$ cat src/rtl/mdio_pkg.sv
package mdio_pkg;

  // Strobes from the sequencer to the register/shift datapath
  typedef struct packed {
    logic load;       // accept command, build frame
    logic shift;      // advance to next frame bit
    logic capture;    // sample mdioIn into read shifter
    logic latchRead;  // copy read result into data register
  } mdioStrobes_t;

endpackage

$ cat src/rtl/mdio_ctrl.sv
module mdio_ctrl
  import mdio_pkg::*;
#(
  parameter int FRAME_LEN = 64,
  parameter int TA_POS    = 46,
  parameter int DATA_POS  = 48,
  parameter int DIV_W     = 8
) (
  input  logic             clk,
  input  logic             rstN,
  input  logic             startReq,
  input  logic             startWrite,
  input  logic [DIV_W-1:0] halfM1,
  output logic             busy,
  output logic             mdc,
  output logic             mdioOe,
  output mdioStrobes_t     strb
);

  localparam int CNT_W = $clog2(FRAME_LEN);
  localparam logic [CNT_W-1:0] LAST_IDX = CNT_W'(FRAME_LEN - 1);
  localparam logic [CNT_W-1:0] TA_IDX   = CNT_W'(TA_POS);
  localparam logic [CNT_W-1:0] DATA_IDX = CNT_W'(DATA_POS);

  logic [DIV_W-1:0] divCnt;
  logic             mdcReg;
  logic [CNT_W-1:0] bitIdx;
  logic             wrOp;
  logic             wrap, rising, falling, lastBit;

  always_comb begin
    wrap    = busy && (divCnt >= halfM1);
    rising  = wrap && !mdcReg;
    falling = wrap && mdcReg;
    lastBit = (bitIdx == LAST_IDX);
    strb.load      = startReq && !busy;
    strb.shift     = falling && !lastBit;
    strb.capture   = rising && !wrOp && (bitIdx >= DATA_IDX);
    strb.latchRead = falling && lastBit && !wrOp;
  end

  always_ff @(posedge clk) begin
    if (!rstN) begin
      busy   <= 1'b0;
      divCnt <= '0;
      mdcReg <= 1'b0;
      bitIdx <= '0;
      wrOp   <= 1'b0;
    end else if (strb.load) begin
      busy   <= 1'b1;
      divCnt <= '0;
      mdcReg <= 1'b0;
      bitIdx <= '0;
      wrOp   <= startWrite;
    end else if (busy) begin
      if (wrap) begin
        divCnt <= '0;
        mdcReg <= ~mdcReg;
        if (falling) begin
          if (lastBit) busy <= 1'b0;
          else         bitIdx <= bitIdx + 1'b1;
        end
      end else begin
        divCnt <= divCnt + 1'b1;
      end
    end
  end

  assign mdc    = mdcReg;
  assign mdioOe = busy && (wrOp || (bitIdx < TA_IDX));


  start_busy_chk: assert property (@(posedge clk) disable iff (!rstN)
    (startReq && !busy) |=> busy);


  idle_mdc_chk: assert property (@(posedge clk) disable iff (!rstN)
    $rose(mdc) |-> $past(busy));


  idle_oe_chk: assert property (@(posedge clk) disable iff (!rstN)
    !busy |-> (!mdioOe && !mdc));

endmodule

$ cat src/rtl/mdio_datapath.sv
module mdio_datapath
  import mdio_pkg::*;
#(
  parameter int PRE_LEN = 32,
  parameter int PHY_W   = 5,
  parameter int REG_W   = 5,
  parameter int DATA_W  = 16
) (
  input  logic              clk,
  input  logic              rstN,
  input  logic              regWrEn,
  input  logic              regAddr,
  input  logic [DATA_W-1:0] regWrData,
  output logic [DATA_W-1:0] regRdData,
  input  logic              busy,
  input  mdioStrobes_t      strb,
  input  logic              mdioIn,
  output logic              mdioOut,
  output logic              ctrlWr,
  output logic              wrFlag
);

  localparam int FRAME_LEN = PRE_LEN + 4 + PHY_W + REG_W + 2 + DATA_W;
  localparam int WR_BIT    = PHY_W + REG_W;
  localparam int BUSY_BIT  = DATA_W - 1;

  logic [DATA_W-2:0]    ctrlWord;
  logic [DATA_W-1:0]    dataReg;
  logic [DATA_W-1:0]    rdShift;
  logic [FRAME_LEN-1:0] frame;
  logic                 dataWr;

  assign ctrlWr  = regWrEn && !regAddr;
  assign dataWr  = regWrEn && regAddr;
  assign wrFlag  = regWrData[WR_BIT];
  assign mdioOut = frame[FRAME_LEN-1];

  always_ff @(posedge clk) begin
    if (!rstN) begin
      ctrlWord <= '0;
      dataReg  <= '0;
      rdShift  <= '0;
      frame    <= '0;
    end else begin
      if (strb.load) begin
        ctrlWord <= regWrData[DATA_W-2:0];
        frame <= {{PRE_LEN{1'b1}}, 2'b01,
                  (wrFlag ? 2'b01 : 2'b10),
                  regWrData[PHY_W-1:0],
                  regWrData[WR_BIT-1:PHY_W],
                  (wrFlag ? 2'b10 : 2'b11),
                  (wrFlag ? dataReg : {DATA_W{1'b1}})};
      end else if (strb.shift) begin
        frame <= {frame[FRAME_LEN-2:0], 1'b1};
      end
      if (strb.capture)
        rdShift <= {rdShift[DATA_W-2:0], mdioIn};
      if (strb.latchRead)
        dataReg <= rdShift;
      else if (dataWr)
        dataReg <= regWrData;
    end
  end

  always_comb begin
    if (regAddr) regRdData = dataReg;
    else         regRdData = {busy, ctrlWord};
  end


  ignored_wr_chk: assert property (@(posedge clk) disable iff (!rstN)
    (ctrlWr && busy) |=> $stable(ctrlWord));

endmodule

$ cat src/rtl/mdio_mgmt.sv
module mdio_mgmt
  import mdio_pkg::*;
#(
  parameter int PRE_LEN = 32,
  parameter int PHY_W   = 5,
  parameter int REG_W   = 5,
  parameter int DATA_W  = 16,
  parameter int DIV_W   = 8
) (
  input  logic              clk,
  input  logic              rstN,
  input  logic              regWrEn,
  input  logic              regAddr,
  input  logic [DATA_W-1:0] regWrData,
  output logic [DATA_W-1:0] regRdData,
  input  logic [DIV_W-1:0]  mdcHalf,
  output logic              mdc,
  output logic              mdioOut,
  output logic              mdioOe,
  input  logic              mdioIn
);

  localparam int HDR_LEN   = PRE_LEN + 4 + PHY_W + REG_W;
  localparam int FRAME_LEN = HDR_LEN + 2 + DATA_W;

  mdioStrobes_t strb;
  logic busy, ctrlWr, wrFlag;

  mdio_ctrl #(
    .FRAME_LEN(FRAME_LEN),
    .TA_POS   (HDR_LEN),
    .DATA_POS (HDR_LEN + 2),
    .DIV_W    (DIV_W)
  ) uCtrl (
    .clk       (clk),
    .rstN      (rstN),
    .startReq  (ctrlWr),
    .startWrite(wrFlag),
    .halfM1    (mdcHalf),
    .busy      (busy),
    .mdc       (mdc),
    .mdioOe    (mdioOe),
    .strb      (strb)
  );

  mdio_datapath #(
    .PRE_LEN(PRE_LEN),
    .PHY_W  (PHY_W),
    .REG_W  (REG_W),
    .DATA_W (DATA_W)
  ) uPath (
    .clk      (clk),
    .rstN     (rstN),
    .regWrEn  (regWrEn),
    .regAddr  (regAddr),
    .regWrData(regWrData),
    .regRdData(regRdData),
    .busy     (busy),
    .strb     (strb),
    .mdioIn   (mdioIn),
    .mdioOut  (mdioOut),
    .ctrlWr   (ctrlWr),
    .wrFlag   (wrFlag)
  );

endmodule

$ cat config.mk
export PLATFORM = sky130hd
export DESIGN_NAME = mdio_mgmt
export DESIGN_NICKNAME = d
export VERILOG_FILES = /design/src/rtl/mdio_pkg.sv /design/src/rtl/mdio_ctrl.sv /design/src/rtl/mdio_datapath.sv /design/src/rtl/mdio_mgmt.sv
export SDC_FILE = /design/constraint.sdc
export NUM_CORES = 1
export LEC_CHECK = 0
export BUFFER_PORTS_ARGS = -buffer_cell sky130_fd_sc_hd__buf_4
export CORE_AREA = 4 4 161 163
export DETAILED_ROUTE_END_ITERATION = 6
export DIE_AREA = 0 0 165 167
export GPL_TIMING_DRIVEN = 0
export PLACE_DENSITY = 0.42
export SYNTH_ARGS = -nofsm -noshare
export SYNTH_HDL_FRONTEND = slang
export SYNTH_HIERARCHICAL = 1
export SYNTH_SLANG_ARGS = --single-unit
$ cat constraint.sdc
create_clock -name clk -period 6.3 [get_ports clk]
set_input_delay 1.26 -clock clk [delete_from_list [all_inputs] [get_ports clk]]
set_output_delay 1.26 -clock clk [all_outputs]
set_load 0.05 [all_outputs]
==> run summary <==
========================================================================================================
Maximum achievable frequency                                                                     276 MHz
Post-CTS Setup Inserts                                                                                 0
GR Overflow Total                                                                                      0
Area share of the leading cell type in the synthesized netlist                                     42.1%
Proportion of synthesized chip area in sequential cells                                            42.1%
Total area of sequential cells                                                              0.00256 mm^2
Routed length on met1                                                                            7150 um
Combinational Power Share                                                                           9.3%
Layout cell share with drive strength beyond 1                                                     29.3%
Post-CTS Hold Fix Bufs                                                                                 0
Hold path startpoint                                                                        uPath/ctrlWord[10]$_SDFFE_PN0P_
Number of top-level pins                                                                              48
Leakage power                                                                                 0.00304 uW
Total area of multi-input combinational cells                                               0.00319 mm^2
CTS tree                                                                                             yes
Clock share of power                                                                               48.7%
Vias in the first global route                                                                      4614
Final Max Slew Viols                                                                                   0
Vias per cell                                                                                       4.56
Area fraction in and, or, nand and nor cells after synthesis                                       12.5%
Number of search-and-repair iterations in the first detailed-routing pass                              4
Yosys synthesis warning count                                                                          6
Placed Cells incl. Taps                                                                              939
Crit path time final                                                                             3.62 ns
Effective utilization at floorplan                                                                 25.0%
Classification of the worst-slack hold path                                                   reg -> reg
Number of setup violations in the final report                                                         0
Crit start category                                                                           input port
Layout Skew                                                                                   0.00664 ns
Worst-path maximum fanout                                                                             10
Initial antenna violation count                                                                        0
First-pass GRT wire length                                                                      25000 um
Routed wirelength normalized by instance count                                                   15.8 um
Compound-Gate Fraction of Synth Area                                                               17.0%
Number of hold-slack violations in the final timing report                                             0
VDD IR-drop max                                                                                 0.184 mV
Worst Max-Slew Pin Slew                                                                         0.506 ns
Die outline height                                                                                167 um
Number of input and output port buffers inserted                                                      46
Chip Width                                                                                        165 um
Count of cells along the worst register-to-register path                                              12
Synth Cell Area                                                                             0.00608 mm^2
Synth Net Count                                                                                      608
Non-filler instance count after layout                                                               970
Number of gates resized after cts                                                                      0
Commonest cells after routing, fill and taps aside                                          dfxtp_1, mux2_2, buf_4
Commonest non-fill, non-tap cell in the layout                                                   dfxtp_1
Met2 routed WL                                                                                   7380 um
Slack of the worst reg-to-reg path                                                               3.46 ns
Max_cap viols                                                                                          0
Smallest setup slack after layout                                                                2.68 ns
Synth cell types                                                                                      46
Reg-to-reg endpoint                                                                         uPath/rdShift[14]$_SDFFE_PN0P_
DRC violation count after routing                                                                      0
Max-Slew Margin vs Limit                                                                           66.3%
Post-route core utilization                                                                        30.6%
Required time reported for the critical path endpoint                                            5.04 ns
Total internal power                                                                             1590 uW
Filler cell count in the final layout                                                               2454
Outcome                                                                                     complete, no violations
Clock root buffer                                                                              clkbuf_16
Leading post-synthesis cells by cell area                                                   dfxtp_1, mux2_2, mux2i_1
Routability congestion estimate from global placement                                              0.779
FP Rows                                                                                               57
Setup TNS after final layout                                                                        0 ns
Hold Path Sink                                                                              uPath/ctrlWord[10]$_SDFFE_PN0P_
Worst setup slack before clock tree synthesis                                                    2.50 ns
Antenna cell count                                                                                     0
Crit path DAT                                                                                    2.36 ns
Number of register bits inferred by synthesis                                                        128
Worst reg2reg path startpoint                                                               uCtrl/divCnt[0]$_SDFFE_PP0P_
Main combinational cell family by area after synthesis                                      multiplexers
Maximum number of pins on one net before global-route repair                                          17
Portion of the clock cycle consumed by the worst path in the final layout                          57.5%
NetSw                                                                                             482 uW
Main synth FF type                                                                               dfxtp_1
Core area                                                                                    0.0243 mm^2
Synth area leader                                                                                dfxtp_1
Count of cells along the worst hold path                                                               2
Total track usage                                                                                  11.6%
Switching part of the total power                                                                  23.2%
Proportion of synthesized area in mux cells                                                        20.3%
Adder and majority cell fraction of the synthesized area                                           2.06%
Power per unit of standard cell area                                                         279 mW/mm^2
Count of nets left with antenna violations after detail routing                                        0
Count of flip-flops with a built-in enable after synthesis                                             0
Top sig layer                                                                                       met4
Iteration-0 DRC Markers                                                                              157
Fraction of synthesis flops using an asynchronous set or reset pin                                    0%
Number of buffers created by CTS                                                                      17
Deepest level of the CTS H-tree                                                                        4
Total detailed-routing wirelength                                                               15300 um
Clock latency reported for the late side of the worst-skew pair                                  0.41 ns
Detailed route wirelength on metal3                                                               484 um
Worst setup path class                                                                         in -> out
Post-CTS clock slew at the launch and capture registers of the worst setup and hold paths        0.06 ns
Average size of a mapped cell                                                                  10.7 um^2
Power share of the sequential group                                                                42.0%
Largest buffer count on any clock path                                                                 2
Clock net sink count                                                                                 128
Die footprint                                                                                0.0276 mm^2
Setup repair after global routing missed its margin                                                false
Area growth, synth to finish                                                                       22.3%
Post-layout nets                                                                                     673
Critical Path End Type                                                                      primary output
HPWL after detailed placement                                                                   11300 um
Xor-xnor portion of the synthesized cell area                                                     0.576%
Synthesized instance count                                                                           569
Via count                                                                                           4421
========================================================================================================
[cell usage after synthesis (2+ instances only)]
cell type	instances
a21boi_0	18
a21oi_1	10
a31oi_1	3
and3_1	18
buf_2	19
buf_4	4
buf_6	6
clkbuf_1	18
dfxtp_1	128
ha_1	10
inv_1	13
mux2_2	68
mux2_4	10
mux2i_1	32
nand2_1	15
nand2b_1	29
nand3_1	12
nand3b_1	2
nor2_1	6
nor2b_1	32
nor3_1	4
o211a_1	15
o21a_1	34
o21ai_0	4
o221a_1	10
o221a_2	4
o311a_1	16
o31ai_1	3
or3_1	4
or4_1	4
xnor2_1	2
xor2_1	2
[cells by family (layout without fill, tap and decap cells)]
family / Yosys count / after routing
XOR/XNOR: 4 / 4
AO/OA/AOI/OAI: 124 / 124
adder cells (fa/ha/maj): 10 / 10
multiplexers: 110 / 110
flip-flops: 128 / 128
buffers and inverters: 62 / 139
AND/OR/NAND/NOR: 131 / 131
[layout make-up]
type / count / share of cell area [%]
multi-input combinational: 379 / 42.9
sequential: 128 / 34.5
clock buffer: 21 / 6.33
tap: 324 / 5.45
timing repair buffer: 46 / 4.64
buffer: 48 / 3.70
clock inverter: 10 / 1.82
inverter: 14 / 0.707
[how the worst max path moves through the flow]
stage          depth (start not counted)                              to  startpoint
5_1_grt                                4                   regRdData[13]     regAddr
3_3_place_gp                          13  uPath/rdShift[14]$_SDFFE_PN0P_  mdcHalf[2]
2_1_floorplan                         10    uPath/frame[14]$_SDFFE_PN0P_  mdcHalf[0]
6_report                               4                   regRdData[10]     regAddr
4_1_cts                                4                   regRdData[10]     regAddr
3_5_place_dp                          13  uPath/rdShift[14]$_SDFFE_PN0P_  mdcHalf[2]
[critical path: stages]
cell,delay [ns]
buf_2,0.20
buf_2,0.32
mux2_2,0.39
buf_4,0.19
[layer usage]
layer / up-vias / GRT usage [%]
met3: 24 / 2.64
met5: - / 0
li1: 2202 / -
met2: 77 / 18.6
met4: 0 / 4.09
met1: 2118 / 15.2
[per-stage QoR]
stage / hold slack, ns / total power (uW) / cell area [um^2]
6_report: 0.485 / 2070 / 7440
5_1_grt: 0.534 / 2160 / 7440
4_1_cts: 0.489 / 2110 / 7440
3_5_place_dp: 0.482 / 1080 / 6830
3_3_place_gp: 0.474 / 1080 / 6830
2_1_floorplan: 0.453 / 1020 / 6080
[power by group through the flow]
stage	Clock [uW]	Sequential, uW	Combinational [uW]
global route	1070	875	212
CTS	1040	871	196
floorplan	0	881	137
finish	1010	871	193
detailed placement	0	888	195
global placement	0	887	192
[state kept, by name (all words and copies together), names as in the netlist]
name,cells
uPath/rdShift,16
uCtrl/mdc,1
uPath/dataReg,16
uCtrl/wrOp,1
uCtrl/bitIdx,6
uCtrl/busy,1
uPath/ctrlWord,15
uCtrl/divCnt,8
uPath/frame,64
Power figures use the tool's default switching activity.
